**src/rtl/pmp_cfg_pkg.sv**
```systemverilog
package pmp_cfg_pkg;
  localparam int unsigned CSR_AW = 12;
  localparam logic [CSR_AW-1:0] CFG_BASE  = 12'h3A0;
  localparam logic [CSR_AW-1:0] ADDR_BASE = 12'h3B0;
  localparam logic [1:0] MODE_TOR = 2'b01;

  typedef struct packed {
    logic       lock;
    logic [1:0] rsvd;
    logic [1:0] mode;
    logic       x;
    logic       w;
    logic       r;
  } cfg_t;

  function automatic cfg_t cfg_clean(logic [7:0] raw);
    cfg_t c;
    c = cfg_t'(raw);
    c.rsvd = 2'b00;
    return c;
  endfunction
endpackage

```
**src/rtl/pmp_cfg_decode.sv**
```systemverilog
module pmp_cfg_decode
  import pmp_cfg_pkg::*;
#(
  parameter int unsigned N_ENTRIES = 8,
  parameter int unsigned CFG_WORDS = 2
) (
  input  logic [CSR_AW-1:0]    csr_addr_i,
  output logic [CFG_WORDS-1:0] cfg_sel_o,
  output logic [N_ENTRIES-1:0] addr_sel_o
);
  for (genvar k = 0; k < CFG_WORDS; k++) begin : g_cfg
    assign cfg_sel_o[k] = (csr_addr_i == CFG_BASE + CSR_AW'(k));
  end
  for (genvar i = 0; i < N_ENTRIES; i++) begin : g_addr
    assign addr_sel_o[i] = (csr_addr_i == ADDR_BASE + CSR_AW'(i));
  end
endmodule

```
**src/rtl/pmp_cfg_entry.sv**
```systemverilog
module pmp_cfg_entry
  import pmp_cfg_pkg::*;
#(
  parameter int unsigned DATA_W = 32
) (
  input  logic              clk_i,
  input  logic              rst_ni,
  input  logic              cfg_we_i,
  input  logic [7:0]        cfg_wdata_i,
  input  logic              addr_we_i,
  input  logic [DATA_W-1:0] addr_wdata_i,
  input  logic              upper_tor_lock_i,
  output cfg_t              cfg_o,
  output logic [DATA_W-1:0] addr_o,
  output logic              tor_lock_o
);
  cfg_t              cfg_q;
  logic [DATA_W-1:0] addr_q;
  logic              addr_frozen;

  // upper neighbour's locked TOR range uses this word as its base
  assign addr_frozen = cfg_q.lock | upper_tor_lock_i;

  always_ff @(posedge clk_i or negedge rst_ni) begin
    if (!rst_ni) begin
      cfg_q  <= '0;
      addr_q <= '0;
    end else begin
      if (cfg_we_i && !cfg_q.lock) cfg_q <= cfg_clean(cfg_wdata_i);
      if (addr_we_i && !addr_frozen) addr_q <= addr_wdata_i;
    end
  end

  assign cfg_o      = cfg_q;
  assign addr_o     = addr_q;
  assign tor_lock_o = cfg_q.lock && (cfg_q.mode == MODE_TOR);
endmodule

```
**src/rtl/pmp_cfg_rdata.sv**
```systemverilog
module pmp_cfg_rdata #(
  parameter int unsigned N_ENTRIES = 8,
  parameter int unsigned DATA_W    = 32,
  parameter int unsigned CFG_WORDS = 2
) (
  input  logic [CFG_WORDS-1:0]        cfg_sel_i,
  input  logic [N_ENTRIES-1:0]        addr_sel_i,
  input  logic [N_ENTRIES*8-1:0]      cfg_i,
  input  logic [N_ENTRIES*DATA_W-1:0] addr_i,
  output logic [DATA_W-1:0]           rdata_o
);
  always_comb begin
    rdata_o = '0;
    for (int k = 0; k < CFG_WORDS; k++)
      if (cfg_sel_i[k]) rdata_o = cfg_i[k*DATA_W +: DATA_W];
    for (int i = 0; i < N_ENTRIES; i++)
      if (addr_sel_i[i]) rdata_o = addr_i[i*DATA_W +: DATA_W];
  end
endmodule

```
**src/rtl/pmp_cfg_bank.sv**
```systemverilog
module pmp_cfg_bank
  import pmp_cfg_pkg::*;
#(
  parameter int unsigned N_ENTRIES = 8,
  parameter int unsigned DATA_W    = 32
) (
  input  logic                        clk_i,
  input  logic                        rst_ni,
  input  logic [CSR_AW-1:0]           csr_addr_i,
  input  logic                        csr_we_i,
  input  logic [DATA_W-1:0]           csr_wdata_i,
  output logic [DATA_W-1:0]           csr_rdata_o,
  output logic [N_ENTRIES*8-1:0]      cfg_o,
  output logic [N_ENTRIES*DATA_W-1:0] addr_o
);
  localparam int unsigned CFG_PER_WORD = DATA_W / 8;
  localparam int unsigned CFG_WORDS    = N_ENTRIES / CFG_PER_WORD;

  logic [CFG_WORDS-1:0] cfg_sel;
  logic [N_ENTRIES-1:0] addr_sel;
  logic [N_ENTRIES:0]   tor_lock;

  assign tor_lock[N_ENTRIES] = 1'b0;

  pmp_cfg_decode #(.N_ENTRIES(N_ENTRIES), .CFG_WORDS(CFG_WORDS)) u_decode (
    .csr_addr_i (csr_addr_i),
    .cfg_sel_o  (cfg_sel),
    .addr_sel_o (addr_sel)
  );

  for (genvar i = 0; i < N_ENTRIES; i++) begin : g_entry
    cfg_t cfg_e;
    pmp_cfg_entry #(.DATA_W(DATA_W)) u_entry (
      .clk_i            (clk_i),
      .rst_ni           (rst_ni),
      .cfg_we_i         (csr_we_i & cfg_sel[i/CFG_PER_WORD]),
      .cfg_wdata_i      (csr_wdata_i[(i%CFG_PER_WORD)*8 +: 8]),
      .addr_we_i        (csr_we_i & addr_sel[i]),
      .addr_wdata_i     (csr_wdata_i),
      .upper_tor_lock_i (tor_lock[i+1]),
      .cfg_o            (cfg_e),
      .addr_o           (addr_o[i*DATA_W +: DATA_W]),
      .tor_lock_o       (tor_lock[i])
    );
    assign cfg_o[i*8 +: 8] = cfg_e;
  end

  pmp_cfg_rdata #(.N_ENTRIES(N_ENTRIES), .DATA_W(DATA_W), .CFG_WORDS(CFG_WORDS)) u_rdata (
    .cfg_sel_i  (cfg_sel),
    .addr_sel_i (addr_sel),
    .cfg_i      (cfg_o),
    .addr_i     (addr_o),
    .rdata_o    (csr_rdata_o)
  );
endmodule

```
**config.mk**
```make
export PLATFORM = sky130hd
export DESIGN_NAME = pmp_cfg_bank
export DESIGN_NICKNAME = d
export VERILOG_FILES = /design/src/rtl/pmp_cfg_pkg.sv /design/src/rtl/pmp_cfg_decode.sv /design/src/rtl/pmp_cfg_entry.sv /design/src/rtl/pmp_cfg_rdata.sv /design/src/rtl/pmp_cfg_bank.sv
export SDC_FILE = /design/constraint.sdc
export NUM_CORES = 1
export LEC_CHECK = 0
export CORE_ASPECT_RATIO = 1.2
export CORE_MARGIN = 2
export CORE_UTILIZATION = 44
export CTS_CLUSTER_SIZE = 16
export DETAILED_ROUTE_END_ITERATION = 12
export PLACE_DENSITY = 0.77
export REMOVE_ABC_BUFFERS = 1
export SLEW_MARGIN = 5
export SYNTH_ARGS = -nofsm -noshare
export SYNTH_HDL_FRONTEND = slang
export SYNTH_SLANG_ARGS = --single-unit
```
**constraint.sdc**
```tcl
create_clock -name clk_i -period 1.7 [get_ports clk_i]
set_input_delay 0.17 -clock clk_i [delete_from_list [all_inputs] [get_ports clk_i]]
set_output_delay 0.17 -clock clk_i [all_outputs]
set_load 0.02 [all_outputs]
```
======== Yosys cells after proc, flatten, opt, wreduce, memory -nomap -nowiden ========
Index checks and enable logic that the tools add are counted.
storage, ports and cells
  bits in registers ....................... 304
  word-level logic and storage cells ...... 130
cells by class
  equal/unequal tests ..................... 17
  mux-type cells .......................... 10
  bitwise operators ....................... 17
  reduce and logical (&&, ||, !) cells .... 38
operators by type and width
  kind                    number
  $mux W32                10
  $eq A12 B10 Y1 const B  10
  $logic_and A1 B1 Y1     23
  $logic_not A1 Y1        15
  $eq A2 B1 Y1 const B    7
  $and A1 B1 Y1           10
  $or A1 B1 Y1            7

======== Logic depth before layout (Yosys ltp) ========
  depth in word-level cells ............... 11
  gate-level depth with buffers ........... 8

======== Hierarchy ========
Synthesis repeated with hierarchy kept, for this count alone.
unflattened totals
  cell total of the unflattened synthesis .. 1277
  area total of the unflattened synthesis .. 15733.8 µm²
by module, submodules not included
  module          times used  cells an instance  area an instance (µm²)
  pmp_cfg_entry   8           86                 1460.2
  pmp_cfg_rdata   1           557                3842.4
  pmp_cfg_decode  1           21                 143.9
  pmp_cfg_bank    1           11                 66.3

======== Least setup slack after synthesis ========
Ideal clock, no wire load.
  path kind ............................... input to output
  start ................................... input port csr_addr_i[0]
  end ..................................... output port csr_rdata_o[17]
  arrival ................................. 1.980 ns
  path slack .............................. -0.450 ns
  stages .................................. 8
  path buffers ............................ 4
  cell sequence ........................... buf_2 -> buf_2 -> buf_2 -> buf_1 -> nand2_1 -> a21oi_1 -> nor3_1 -> o31ai_1
between the ends
  word-level cells in the longest chain between the ends .. 11
  elaborated cells on any way between the ends .. 20
  those cells by class .................... eq/ne (10); mux (10)
ends and longest elaborated chain
  element                RTL line              RTL
  from (decl)            pmp_cfg_bank.sv:9     input logic [CSR_AW-1:0] csr_addr_i,
  $eq A12 B10 Y1         pmp_cfg_decode.sv:12  assign cfg_sel_o[k] = (csr_addr_i == CFG_BASE + CSR_AW'(k));
  $mux W32 (2 in a row)  pmp_cfg_rdata.sv:15   if (cfg_sel_i[k]) rdata_o = cfg_i[k*DATA_W +: DATA_W];
  $mux W32 (7 in a row)  pmp_cfg_rdata.sv:17   if (addr_sel_i[i]) rdata_o = addr_i[i*DATA_W +: DATA_W];
  $mux W32 *             pmp_cfg_rdata.sv:17
  to (decl)              pmp_cfg_bank.sv:12    output logic [DATA_W-1:0] csr_rdata_o,
Every way passes the cells marked *; elsewhere a longest branch is shown, timed or not.

======== Final worst setup path ========
  start ................................... input port csr_addr_i[6]
  end ..................................... output port csr_rdata_o[19]
Same word-level chain as after synthesis.

==> impl_metrics.py <==
metrics = {
    "synthesis": {
        "synthTopCellsByArea": "dfrtp_1 51%, mux2_2 23%, mux4_2 3.3%",
        "ys_seq_elements": 304,
        "ys_top_cells_by_count": "304 x dfrtp_1, 297 x mux2_2, 62 x nand2_1",
        "synth_warnings": 0,
        "syn_area_sq_mm": 0.01482,
        "synth_top_area_share": 0.5134,
        "synth_area_leader_cell": "dfrtp_1",
        "synth.avg_cell_area_sq_um": 13.04,
        "synth_edf_count": 0,
        "synth.distinct_cells": 57,
        "synthArstFlopShare": 1.000,
        "synthFlopType": "dfrtp_1",
        "seq_area_frac_synth": 0.5134,
        "post-synth-top-count-cell": "dfrtp_1",
        "syn_inst": 1136,
    },
    "placement": {
        "dp_slack_ns": -1.301,
        "io_buffers": 382,
        "place_area_sq_mm": 0.02138,
        "hpwl_um": 38730,
        "place_congestion": 0.8524,
    },
    "sta": {
        "slew_violations": 0,
        "timing.final.crit_share": 1.317,
        "setup_viol": 219,
        "worstMarginPinSlew_ns": 0.5040,
        "fin_ws_ns": -0.5385,
        "slew_headroom": 0.6629,
        "skew_ns": 0.01376,
        "layout_min_cycle_time_ns": 2.239,
        "setup_tns_ns": -48.80,
        "finalHoldViolCount": 0,
        "timing.fmax_mhz": 446.7,
        "rsz0062_at_grt": "true",
        "timing.hold.ws_ns": 0.1222,
    },
    "worst_setup_path": {
        "cp_data_arrival_time_ns": 2.07,
        "worst-path-buf-inv": 5,
        "worstPathCellList": "buf_6, nand3b_1, nor4_4, buf_4, buf_6, buf_12, o2bb2ai_2, nand2_1, a32oi_2, buf_6",
        "slowest_stage": "nor4_4",
        "critPathMaxFanout": 4,
        "critical_path_class": "in2out",
        "critPathTopFamily": "simple AND/OR/NAND/NOR gates",
        "cpMostUsedCell": "buf_6",
        "r2r_setup_slack_ns": -0.39,
        "worstSetupEndpointType": "output port",
        "start_kind": "primary input",
        "cp.required_ns": 1.53,
        "slowest_delay_ns": 0.40,
    },
    "clock_network": {
        "cts-root-buf": "clkbuf_16",
        "cts_buffers": 31,
        "clkLatencyLatePin_ns": 0.57,
        "htreeDepth": 1,
        "cts_tree": "yes",
        "clkTransAtPathRegs_ns": 0.07,
        "clock-sinks": 304,
        "cts.path.max_buffers": 3,
    },
    "power": {
        "power_mw": 15.90,
        "power.density_mw_per_mm2": 651.3,
        "p_sw_mw": 3.809,
        "combPwrFrac": 0.081,
        "irDropWorstVdd_mv": 0.7984,
        "pwr-share-seq": 0.458,
        "internal_power_mw": 12.09,
        "p_leak_nw": 13.24,
        "clock_power_share": 0.460,
        "swShare": 0.2396,
    },
    "global_route": {
        "grtUsageTotal": 0.3412,
        "antenna_found_initial": 0,
        "gr-total-overflow": 0,
        "grt_pass1_wl_um": 88910,
        "grt_max_degree": 62,
        "grt_pass1_vias": 13991,
    },
    "final_layout": {
        "antenna_cells": 0,
        "drive_above_1_share": 0.5270,
        "nNetsFinal": 1914,
        "area_growth_pct": 64.75,
        "final_area_sq_mm": 0.02441,
    },
    "floorplanning": {
        "coreArea_sq_mm": 0.03316,
        "die_w_um": 171.5,
        "start_util": 0.4469,
        "die_h_um": 205.0,
        "ios": 399,
        "placement_rows": 73,
        "die_area_sq_mm": 0.03516,
    },
    "detailed_routing": {
        "drc": 0,
        "drt_first_pass_iters": 6,
        "vias_per_cell": 5.843,
        "route.vias.total": 13673,
        "final_antenna_net_count": 0,
        "drt-total-wl_um": 64810,
        "avgRoutedWirePerCell_um": 27.70,
        "drtIter0Drc": 1236,
    },
    "run_status": {
        "violations": "setup timing",
        "outcome": "complete, but fails checks",
    },
    "flow_run": {
        "maxCapViolCount": 0,
    },
    "worst_hold_path": {
        "hold_class": "in2async",
    },
}
==> metal layers <==
layer  routed length, um  GRT usage  part of all wire
met1               22810     0.4086              0.35
met2               30880     0.5607              0.48
met3                6233    0.07728             0.096
met4                4881     0.2019             0.075
met5                   0          0                 0
==> sequential cells by signal (all words and copies together), names as in the netlist <==
signal / cells
g_entry.u_entry.addr_o: 256
g_entry.u_entry.cfg_o: 48
==> per-stage QoR <==
| stage | util | instances |
|---|---|---|
| finish | 0.7363 | 2340 |
| global route | 0.7363 | 2340 |
| CTS | 0.7154 | 2309 |
| detailed placement | 0.6449 | 2189 |
| global placement | 0.6449 | 2189 |
| floorplan | - | 1035 |
==> worst reg2reg max path: stages, from the launching register on <==
cell and delay (ns):
dfrtp_2 0.43, buf_6 0.14, a311o_1 0.33, nor4_4 0.30, buf_6 0.19, buf_12 0.12
buf_12 0.14, mux2_4 0.31
==> cells in the final DEF, fill, tap and decap left out, types with 9 or more instances in the layout <==
cell type | synthesis | layout
buf_4 | 22 | 348
dfrtp_1 | 304 | 302
dlygate4sd2_1 | 0 | 269
mux2_4 | 30 | 192
mux2_2 | 297 | 140
buf_6 | 13 | 49
nand2_1 | 62 | 46
buf_12 | 0 | 39
a21oi_1 | 53 | 38
clkbuf_16 | 0 | 33
clkdlybuf4s50_1 | 0 | 33
mux4_2 | 22 | 22
o21ai_1 | 0 | 19
mux2i_1 | 19 | 19
clkdlybuf4s15_1 | 0 | 19
o21ai_0 | 43 | 17
conb_1 | 1 | 16
clkbuf_2 | 0 | 16
a21oi_2 | 0 | 15
nand2_2 | 0 | 14
nor3_1 | 14 | 13
o21a_1 | 12 | 12
nor2_1 | 24 | 11
inv_1 | 10 | 10
a21o_1 | 9 | 9
clkbuf_8 | 0 | 9
buf_8 | 0 | 9
==> logic make-up after synthesis <==
family | synth area share
other | 0.0002531
AOI/OAI and AO/OA | 0.08039
muxes | 0.3070
DFF | 0.5134
buffers and inverters | 0.04577
and+or+nand+nor | 0.05320
==> timing repair <==
action                                 CTS  global route
endpoints found under the hold margin  304             0
gates resized for setup                770           190
pin swaps                               63            47
buffers inserted                        53            37
gates cloned                            12             3
hold buffers                             1             0
setup endpoints to repair              632           303
==> path summary, 6_finish.rpt <==
path                                              startpoint                            end  depth (start not counted)
worst max-delay path                           csr_addr_i[6]                csr_rdata_o[19]                         10
min in group clk_i                           csr_wdata_i[21]  g_entry[1].u_entry.addr_o[21]                          2
max in group asynchronous                             rst_ni  g_entry[0].u_entry.addr_o[30]                          3
worst min register to register  g_entry[5].u_entry.addr_o[1]   g_entry[5].u_entry.addr_o[1]                          1
worst min-delay path                                  rst_ni  g_entry[5].u_entry.addr_o[14]                          2
worst max register to register   g_entry[1].u_entry.cfg_o[7]  g_entry[1].u_entry.addr_o[26]                          7
==> final cells by class <==
type / instances / area, sq um
clock buffer: 46 / 922.1
clock inverter: 10 / 152.6
fill: 2095 / 8745
inverter: 10 / 37.54
multi-input combinational: 721 / 7781
sequential: 304 / 7610
tap: 450 / 563.0
timing repair buffer: 799 / 7345
==> power groups by stage <==
stage,sequential [mW],combinational (mW),clock (mW)
floorplan,7.46,0.251,0
global placement,7.42,1.13,0
detailed placement,7.42,1.14,0
CTS,7.29,1.20,7.31
global route,7.29,1.37,7.64
finish,7.29,1.29,7.32
(Power assumes the default switching activity.)
